--- src/rtl/rtseq_pkg.sv ---
package rtseq_pkg;
  typedef enum logic [1:0] {
    ST_IDLE = 2'd0,
    ST_REQ  = 2'd1,
    ST_ACK  = 2'd2
  } seqState_t;

  typedef struct packed {
    logic latchCmd;
    logic fireNewSeq;
    logic incCnt;
    logic fireGood;
    logic clrDir;
  } seqStrobe_t;
endpackage

--- src/rtl/rtseq_ctrl.sv ---
module rtseq_ctrl
  import rtseq_pkg::*;
(
  input  logic       clk,
  input  logic       rstN,
  input  logic       cmdStb,
  input  logic       parityOk,
  input  logic       inModeCmd,
  input  logic       newSeqBusy,
  input  logic       lastWord,
  input  logic       txLat,
  input  logic       errSeen,
  input  logic       msgErr,
  input  logic       xferGrantN,
  output seqStrobe_t strobe,
  output logic       active,
  output logic       xferReqN,
  output logic       xferAckN
);
  seqState_t state, stateNxt;

  always_comb begin
    stateNxt = state;
    strobe   = '0;
    unique case (state)
      ST_IDLE: begin
        if (cmdStb && parityOk && !newSeqBusy) begin
          strobe.latchCmd   = 1'b1;
          strobe.fireNewSeq = 1'b1;
          if (!inModeCmd) stateNxt = ST_REQ;
        end
      end
      ST_REQ: begin
        if (!xferGrantN) stateNxt = ST_ACK;
      end
      ST_ACK: begin
        strobe.incCnt = 1'b1;
        if (lastWord) begin
          stateNxt        = ST_IDLE;
          strobe.clrDir   = 1'b1;
          strobe.fireGood = !txLat && !errSeen && !msgErr;
        end else begin
          stateNxt = ST_REQ;
        end
      end
      default: stateNxt = ST_IDLE;
    endcase
  end

  always_ff @(posedge clk or negedge rstN) begin
    if (!rstN) state <= ST_IDLE;
    else       state <= stateNxt;
  end

  assign active   = (state != ST_IDLE);
  assign xferReqN = (state != ST_REQ);
  assign xferAckN = (state != ST_ACK);
endmodule

--- src/rtl/rtseq_dpath.sv ---
module rtseq_dpath
  import rtseq_pkg::*;
#(
  parameter int SUB_W      = 5,
  parameter int WC_W       = 5,
  parameter int TADDR_W    = 5,
  parameter int STS_W      = 16,
  parameter int NEWSEQ_CYC = 3,
  parameter int GOOD_CYC   = 8
) (
  input  logic                    clk,
  input  logic                    rstN,
  input  seqStrobe_t              strobe,
  input  logic                    active,
  input  logic                    cmdTx,
  input  logic [SUB_W-1:0]        cmdSub,
  input  logic [WC_W-1:0]         cmdWc,
  input  logic [TADDR_W-1:0]      tAddr,
  input  logic                    tAddrPar,
  input  logic                    flagInN,
  input  logic                    msgErr,
  output logic                    parityOk,
  output logic                    inModeCmd,
  output logic                    newSeqBusy,
  output logic                    lastWord,
  output logic                    txLat,
  output logic                    errSeen,
  output logic [SUB_W+WC_W-1:0]   addrOut,
  output logic                    dirRead,
  output logic                    newSeqN,
  output logic                    goodBlkN,
  output logic [STS_W-1:0]        stsWord
);
  localparam int CNT_W  = WC_W + 1;
  localparam int NS_W   = $clog2(NEWSEQ_CYC + 1);
  localparam int GB_W   = $clog2(GOOD_CYC + 1);
  localparam int PAD_W  = STS_W - TADDR_W - 1;

  logic [SUB_W-1:0]   subLat;
  logic [WC_W-1:0]    wcLat;
  logic               modeLat;
  logic [CNT_W-1:0]   wordCnt;
  logic [CNT_W-1:0]   wcTarget;
  logic [NS_W-1:0]    newCnt;
  logic [GB_W-1:0]    goodCnt;
  logic [TADDR_W-1:0] tAddrLat;
  logic               flagBit;

  assign parityOk   = ^{tAddr, tAddrPar};
  assign inModeCmd  = (cmdSub == '0) || (cmdSub == '1);
  assign newSeqBusy = (newCnt != '0);
  assign wcTarget   = {(wcLat == '0), wcLat};
  assign lastWord   = ((wordCnt + CNT_W'(1)) == wcTarget);

  always_ff @(posedge clk or negedge rstN) begin
    if (!rstN) begin
      subLat   <= '0;
      wcLat    <= '0;
      modeLat  <= 1'b0;
      txLat    <= 1'b0;
      tAddrLat <= '0;
      flagBit  <= 1'b0;
    end else if (strobe.latchCmd) begin
      subLat   <= cmdSub;
      wcLat    <= cmdWc;
      modeLat  <= inModeCmd;
      txLat    <= cmdTx;
      tAddrLat <= tAddr;
      flagBit  <= !flagInN;
    end
  end

  always_ff @(posedge clk or negedge rstN) begin
    if (!rstN)                 wordCnt <= '0;
    else if (strobe.latchCmd)  wordCnt <= '0;
    else if (strobe.incCnt)    wordCnt <= wordCnt + CNT_W'(1);
  end

  always_ff @(posedge clk or negedge rstN) begin
    if (!rstN)                        errSeen <= 1'b0;
    else if (strobe.latchCmd)         errSeen <= 1'b0;
    else if (active && msgErr)        errSeen <= 1'b1;
  end

  always_ff @(posedge clk or negedge rstN) begin
    if (!rstN)                                    dirRead <= 1'b0;
    else if (strobe.latchCmd && cmdTx && !inModeCmd) dirRead <= 1'b1;
    else if (strobe.clrDir)                       dirRead <= 1'b0;
  end

  always_ff @(posedge clk or negedge rstN) begin
    if (!rstN)                  newCnt <= '0;
    else if (strobe.fireNewSeq) newCnt <= NS_W'(NEWSEQ_CYC);
    else if (newCnt != '0)      newCnt <= newCnt - NS_W'(1);
  end

  always_ff @(posedge clk or negedge rstN) begin
    if (!rstN)                goodCnt <= '0;
    else if (strobe.fireGood) goodCnt <= GB_W'(GOOD_CYC);
    else if (goodCnt != '0)   goodCnt <= goodCnt - GB_W'(1);
  end

  assign newSeqN  = (newCnt == '0);
  assign goodBlkN = (goodCnt == '0);
  assign addrOut  = {subLat, (active && !modeLat) ? wordCnt[WC_W-1:0] : wcLat};
  assign stsWord  = {tAddrLat, {PAD_W{1'b0}}, flagBit};
endmodule

--- src/rtl/rtseq_top.sv ---
module rtseq_top
  import rtseq_pkg::*;
#(
  parameter int SUB_W      = 5,
  parameter int WC_W       = 5,
  parameter int TADDR_W    = 5,
  parameter int STS_W      = 16,
  parameter int NEWSEQ_CYC = 3,
  parameter int GOOD_CYC   = 8
) (
  input  logic                  clk,
  input  logic                  rstN,
  input  logic                  cmdStb,
  input  logic                  cmdTx,
  input  logic [SUB_W-1:0]      cmdSub,
  input  logic [WC_W-1:0]       cmdWc,
  input  logic [TADDR_W-1:0]    tAddr,
  input  logic                  tAddrPar,
  input  logic                  flagInN,
  input  logic                  msgErr,
  input  logic                  xferGrantN,
  output logic [SUB_W+WC_W-1:0] addrOut,
  output logic                  dirRead,
  output logic                  xferReqN,
  output logic                  xferAckN,
  output logic                  newSeqN,
  output logic                  goodBlkN,
  output logic [STS_W-1:0]      stsWord
);
  seqStrobe_t strobe;
  logic active, parityOk, inModeCmd, newSeqBusy, lastWord, txLat, errSeen;

  rtseq_ctrl u_ctrl (
    .clk(clk), .rstN(rstN), .cmdStb(cmdStb), .parityOk(parityOk),
    .inModeCmd(inModeCmd), .newSeqBusy(newSeqBusy), .lastWord(lastWord),
    .txLat(txLat), .errSeen(errSeen), .msgErr(msgErr),
    .xferGrantN(xferGrantN), .strobe(strobe), .active(active),
    .xferReqN(xferReqN), .xferAckN(xferAckN)
  );

  rtseq_dpath #(
    .SUB_W(SUB_W), .WC_W(WC_W), .TADDR_W(TADDR_W), .STS_W(STS_W),
    .NEWSEQ_CYC(NEWSEQ_CYC), .GOOD_CYC(GOOD_CYC)
  ) u_dpath (
    .clk(clk), .rstN(rstN), .strobe(strobe), .active(active),
    .cmdTx(cmdTx), .cmdSub(cmdSub), .cmdWc(cmdWc), .tAddr(tAddr),
    .tAddrPar(tAddrPar), .flagInN(flagInN), .msgErr(msgErr),
    .parityOk(parityOk), .inModeCmd(inModeCmd), .newSeqBusy(newSeqBusy),
    .lastWord(lastWord), .txLat(txLat), .errSeen(errSeen),
    .addrOut(addrOut), .dirRead(dirRead), .newSeqN(newSeqN),
    .goodBlkN(goodBlkN), .stsWord(stsWord)
  );
endmodule

--- config.mk ---
export PLATFORM = sky130hd
export DESIGN_NAME = rtseq_top
export DESIGN_NICKNAME = d
export VERILOG_FILES = /design/src/rtl/rtseq_pkg.sv /design/src/rtl/rtseq_ctrl.sv /design/src/rtl/rtseq_dpath.sv /design/src/rtl/rtseq_top.sv
export SDC_FILE = /design/constraint.sdc
export NUM_CORES = 1
export LEC_CHECK = 0
export ABC_CLOCK_PERIOD_IN_PS = 1670
export BUFFER_PORTS_ARGS = -buffer_cell sky130_fd_sc_hd__buf_2
export CELL_PAD_IN_SITES_DETAIL_PLACEMENT = 1
export CELL_PAD_IN_SITES_GLOBAL_PLACEMENT = 1
export CORE_MARGIN = 5
export CORE_UTILIZATION = 36
export CTS_BUF_LIST = sky130_fd_sc_hd__clkbuf_16
export CTS_CLUSTER_DIAMETER = 50
export DETAILED_ROUTE_END_ITERATION = 8
export GPL_TIMING_DRIVEN = 0
export PLACE_DENSITY_LB_ADDON = 0.1
export SLEW_MARGIN = 20
export SYNTH_ARGS = -nofsm -noshare
export SYNTH_HDL_FRONTEND = slang
export SYNTH_SLANG_ARGS = --single-unit
--- constraint.sdc ---
create_clock -name clk -period 1.67 [get_ports clk]
set_input_delay 0.167 -clock clk [delete_from_list [all_inputs] [get_ports clk]]
set_output_delay 0.167 -clock clk [all_outputs]
set_load 0.02 [all_outputs]
==> flow_summary.toml, run 1 <==
[sta]
hold_viol = 34
clock_skew_ps = 3.292
relSlewSlack_pct = 46.87
slew_viol_final = 0
fin_crit_ps = 1827
worst_pin_slew_ps = 797.0
fin_crit_sh_pct = 109.4
layout_setup_ws_ps = -156.8
holdWs_ps = -34.39
setup_viol = 13
fmaxAchievable_mhz = 547.4
rsz0062_at_grt = "yes"

[synthesis]
synthMuxAreaShare_pct = 13.40
synth_common_cells = "dfrtp_1 (34), mux2_2 (21), buf_4 (12)"
synth.ff_latch_count = 34
synth_edf_count = 0
synthArstFlopShare_pct = 100.0
synth_top_area_share_pct = 46.26
synth-simple-area-share_pct = 14.83
postSynthCellCount = 163
yosys-top-cells-area = "dfrtp_1 (46%), mux2_2 (13%), buf_4 (4.9%), xnor2_1 (4.3%), xor2_1 (2.4%)"
synth_cell_types = 41
yosys_warnings = 0
synth.avg_cell_area_sq_um = 11.28
synth_compound_area_share_pct = 8.163
yosys.area_share.xor_xnor_pct = 7.891
dominantRegCellSynth = "dfrtp_1"
synth_top_family_by_area = "simple AND/OR/NAND/NOR gates"
synth_area_sq_um = 1839
synth_fa_ha_area_share_pct = 2.041
yosys.area.top_type = "dfrtp_1"
ys_seq_area_share_pct = 46.26
yosysMostFrequentCell = "dfrtp_1"

[placement]
dpl.cell_count = 285
dp_hpwl_um = 3304
place_ws_ps = -184.0
port_buffers = 43
place_congestion = 0.7846

[clock_network]
cts_sinks = 34
htree_levels = 2
clk_latency_ps = 280
cts_buffers = 5
clk_pin_slew_worst_paths_ps = 60
cts_buffer_depth = 2
cts_root_buf = "clkbuf_16"
cts_tree = "yes"

[global_routing]
grt_max_degree = 35
grt_pass1_vias = 1697
antenna_found_initial = 0
grt_pass1_wl_um = 7762
track_usage_pct = 15.55
overflow = 0

[final_layout]
multi_input_area_sq_um = 991.0
antenna_cells = 0
instances_no_fill = 306
fin_nets = 261
layout-drive-gt1-share_pct = 52.12
ff_latch_area_sq_um = 854.6
num-fill-cells = 572
area.growth.synth_to_final_pct = 37.35

[detailed_routing]
drt-initial-drc-count = 21
route.detailed.drc = 0
firstDrtPassIters = 3
dr_total_vias = 1468
final_antenna_net_count = 0
viasPerCell = 4.797
wire_per_inst_um = 15.26
routed_wl_um = 4669

[power]
vdd_ir_drop_max_mv = 0.9272
leakage_nw = 1.204
p_per_area_nw_per_um2 = 1958

[floorplanning]
rows = 26
core_sq_um = 5042
die_h_um = 81.48
initial_core_util_pct = 36.48
fp.dieW_um = 81.48
dieArea_sq_um = 6638
io_pins = 54

[worst_setup_path]
cp.arrival_ps = 1990
critPathKind = "reg -> reg"
end_kind = "flip-flop"
r2r_slack_ps = -160
crit_fanout = 4
cp.required_ps = 1830
crit_path_start_kind = "flip-flop"

[run]
maxCapViolCount = 0

[run_status]
outcome = "finished, violations left"
violations = "hold timing, setup timing"

[min_path]
hold_path_class = "in -> async"
## cell usage in the layout (no fill, tap or decap), drive strengths merged, types with 3 or more instances in the layout
cell    netlist  final
inv           6      6
ha            3      3
nand2b        3      3
clkbuf        1      6
nand2        10     10
xnor2         9      9
nand3         7      7
conb          1     10
nor2          9      9
nor3          3      3
o21ai         6      6
a21oi         7      7
buf          14     70
dfrtp        34     34
nor2b         3      3
mux2         21     21
xor2          5      5
## registers in the layout (all words and copies together), names as in the netlist, 2 cells and up
register and count:
u_ctrl.state 2, u_dpath.goodCnt 4, u_dpath.newCnt 2, u_dpath.subLat 5, u_dpath.tAddrLat 5, u_dpath.wcLat 5, u_dpath.wordCnt 6
## logic make-up after synthesis
logic type                 Yosys count
buffers and inverters               21
DFF                                 34
xor gates and xnor gates            15
muxes                               22
and+or+nand+nor                     45
adders and majority gates            3
other                                1
AOI/OAI and AO/OA                   22
## worst max-delay path, stage by stage, from the launching register on
cell and delay, ps:
dfrtp_2 440, ha_4 210, xnor2_4 130, xnor2_2 150, nor4_4 340, o21ai_1 120
a221o_1 320
## area by class of cell
class / count / share of cell area [%]
clock buffer: 5 / 4.953
timing repair buffer: 56 / 12.48
inverter: 6 / 0.8915
buffer: 15 / 4.507
sequential: 34 / 33.83
multi-input combinational: 117 / 39.23
clock inverter: 3 / 0.6439
tap: 70 / 3.467
## report_power, final
| part | internal, mW | switching [mW] |
|---|---|---|
| Sequential | 1.22 | 0.360 |
| Combinational | 1.20 | 1.27 |
| Clock | 0.544 | 0.347 |
| Total | 2.96 | 1.98 |
## through the flow
step | hold WS, ps | setup TNS, ps | area, sq um | util, % | power, mW
CTS | 0.1801 | -691.4 | 2441 | 48.41 | 4.838
finish | -34.39 | -822.1 | 2526 | 50.10 | 4.945
global route | 47.10 | -1569 | 2526 | 50.10 | 5.273
floorplan | -128.6 | -36.51 | 1921 | - | 3.109
global placement | 292.9 | -1552 | 2223 | 44.09 | 3.592
detailed placement | 290.1 | -1964 | 2223 | 44.09 | 3.718
## final timing paths
check                                        start                  to  cells after the start
worst min register to register     u_dpath.flagBit     u_dpath.flagBit                      2
worst min-delay path                          rstN  u_dpath.wordCnt[0]                      1
min in group clk                        xferGrantN     u_ctrl.state[1]                      2
max in group asynchronous                     rstN  u_dpath.wordCnt[2]                      1
worst max register to register  u_dpath.wordCnt[0]     u_ctrl.state[0]                      6
worst max-delay path            u_dpath.wordCnt[0]     u_ctrl.state[0]                      6
## per-layer routing
metal / track usage (%) / up-vias / wire (um) / share of wire [%]
li1: - / 688 / - / -
met1: 15.66 / 735 / 1690 / 36
met2: 30.05 / 35 / 2652 / 57
met3: 3.947 / 10 / 225 / 4.8
met4: 6.250 / 0 / 101 / 2.2
met5: 0 / - / 0 / 0
## repair_timing
action,in CTS,in global routing
pin swaps,5,8
cloned,0,0
gates resized for setup,9,6
endpoints found under the setup margin,12,27
hold buffers,0,0
buffers inserted,6,7
Power figures use the tool's default switching activity.
==> run 2: changes to the inputs <==
--- a/config.mk
+++ b/config.mk
@@ -14,4 +14,5 @@
 export CTS_BUF_LIST = sky130_fd_sc_hd__clkbuf_16
 export CTS_CLUSTER_DIAMETER = 50
+export CTS_CLUSTER_SIZE = 24
 export DETAILED_ROUTE_END_ITERATION = 8
 export GPL_TIMING_DRIVEN = 0
==> constraint.sdc (replaced) <==
create_clock -name clk -period 1.67 [get_ports clk]
set_input_delay 0.334 -clock clk [delete_from_list [all_inputs] [get_ports clk]]
set_output_delay 0.334 -clock clk [all_outputs]
set_load 0.02 [all_outputs]
==> run 2 against run 1 <==
The run ends with setup timing left. Utilization increased by 3.3 points. Sequential share of layout area down 2.0 points. Sequential power hardly changed. Combinational power increased by 15%. Worst setup slack better by 25 ps. Critical endpoint is now addrOut[4].
==> flow_summary.toml, run 2 (synthesis results as in run 1) <==
[global_routing]
grt_pass1_wl_um = 8224
grt_max_degree = 35
grt_pass1_vias = 1755
antenna_found_initial = 0
overflow = 0
track_usage_pct = 16.48

[sta]
holdWs_ps = 152.9
clock_skew_ps = 3.132
setup_viol = 11
fin_crit_ps = 1802
hold_viol = 0
rsz0062_at_grt = "yes"
layout_setup_ws_ps = -131.7
worst_pin_slew_ps = 811.7
relSlewSlack_pct = 45.89
fmaxAchievable_mhz = 555.0
slew_viol_final = 0
fin_crit_sh_pct = 107.9

[final_layout]
antenna_cells = 0
area.growth.synth_to_final_pct = 46.53
layout_commonest_cell = "buf_2"
top_register = "u_dpath.wordCnt"
fin_nets = 268
largest_reg_flops = 6
layout-drive-gt1-share_pct = 56.38
instances_no_fill = 313
mostFrequentLayoutCells = "buf_2 (36), buf_4 (32), dfrtp_1 (29)"

[clock_network]
cts_sinks = 34
cts_root_buf = "clkbuf_16"
cts_buffer_depth = 2
clk_pin_slew_worst_paths_ps = 50
cts_buffers = 5
clk_latency_ps = 280
cts_hold_buf = 0
cts_tree = "yes"
htree_levels = 2

[detailed_routing]
firstDrtPassIters = 4
routed_wl_um = 4885
viasPerCell = 4.760
wire_per_inst_um = 15.61
final_antenna_net_count = 0
dr_total_vias = 1490
drt-initial-drc-count = 23
route.detailed.drc = 0

[min_path]
hold_path_class = "in -> async"

[run]
maxCapViolCount = 0

[power]
p_per_area_nw_per_um2 = 2022
power_switching_mw = 2.057
swShare_pct = 37.75
power_frac_comb_pct = 52.3
p_clk_share_pct = 18.8
leakage_nw = 1.299
seqPwrFrac_pct = 28.9
p_int_mw = 3.393
vdd_ir_drop_max_mv = 0.8097

[floorplanning]
dieArea_sq_um = 6638
die_h_um = 81.48
core_sq_um = 5042
io_pins = 54
fp.dieW_um = 81.48
initial_core_util_pct = 36.48
rows = 26

[worst_setup_path]
timing.rr.end = "u_ctrl.state[0]"
cp.required_ps = 1340
crit_path_start_kind = "flip-flop"
r2r_slack_ps = -130
critPathKind = "reg -> out"
cp.arrival_ps = 1470
r2r_cells = 6
crit_fanout = 5
end_kind = "primary output"
reg2reg_from = "u_dpath.wordCnt[0]"

[placement]
port_buffers = 43
dpl.cell_count = 285
place_congestion = 0.7095
dp_hpwl_um = 3319

[run_status]
violations = "setup timing"
outcome = "finished, violations left"
run 2: worst max-delay path by stage:
| stage | slack, ps | start | cells past startpoint | endpoint |
|---|---|---|---|---|
| 2_1_floorplan | -40 | u_dpath.wordCnt[0] | 6 | u_ctrl.state[0] |
| 3_3_place_gp | -240 | tAddr[3] | 6 | u_dpath.wcLat[3] |
| 3_5_place_dp | -240 | tAddr[3] | 6 | u_dpath.wcLat[0] |
| 4_1_cts | -140 | u_ctrl.state[1] | 3 | addrOut[4] |
| 5_1_grt | -210 | u_dpath.wordCnt[0] | 6 | u_ctrl.state[0] |
| 6_report | -130 | u_ctrl.state[0] | 3 | addrOut[4] |
run 2: area by class of cell:
cell class | count | area [sq um]
inverters | 6 | 25.02
multi-input cells | 117 | 1026
flip-flops and latches | 34 | 857.1
repair buffers | 64 | 420.4
well taps | 70 | 87.58
clock inverters | 3 | 37.54
plain buffers | 14 | 116.4
clock buffers | 5 | 125.1
fillers | 578 | 2347
run 2: routing by layer:
layer | vias to the layer above | wire length, um | GRT usage (%)
met1 | 747 | 1957 | 18.14
li1 | 704 | - | -
met4 | 0 | 73 | 5.743
met3 | 5 | 227 | 4.386
met5 | - | 0 | 0
met2 | 34 | 2626 | 30.29
run 2: through the flow:
step	worst slack [ps]	TNS [ps]	power, mW	utilization [%]	cell area (sq um)
floorplan	-36.51	-36.51	3.109	-	1921
global placement	-242.2	-4404	3.595	44.09	2223
detailed placement	-243.7	-4861	3.713	44.09	2223
CTS	-137.9	-1036	5.350	52.01	2623
global route	-211.4	-1810	5.841	53.45	2695
finish	-131.7	-1079	5.450	53.45	2695
run 2: power groups by stage:
stage	sequential, mW	clock, mW	combinational [mW]
4_1_cts	1.57	1.06	2.72
6_report	1.58	1.03	2.85
2_1_floorplan	1.66	0	1.45
3_5_place_dp	1.58	0	2.13
3_3_place_gp	1.55	0	2.05
5_1_grt	1.64	1.11	3.10
run 2: repair_timing:
action	in CTS	in global routing
pin swaps	12	5
setup endpoints to repair	13	26
resized for setup	35	12
buffers inserted	15	6
run 2: critical path, cell delays in order, from the launching register on:
cell	delay, ps
dfrtp_2	440
o21ai_4	270
mux2_4	340
buf_6	130
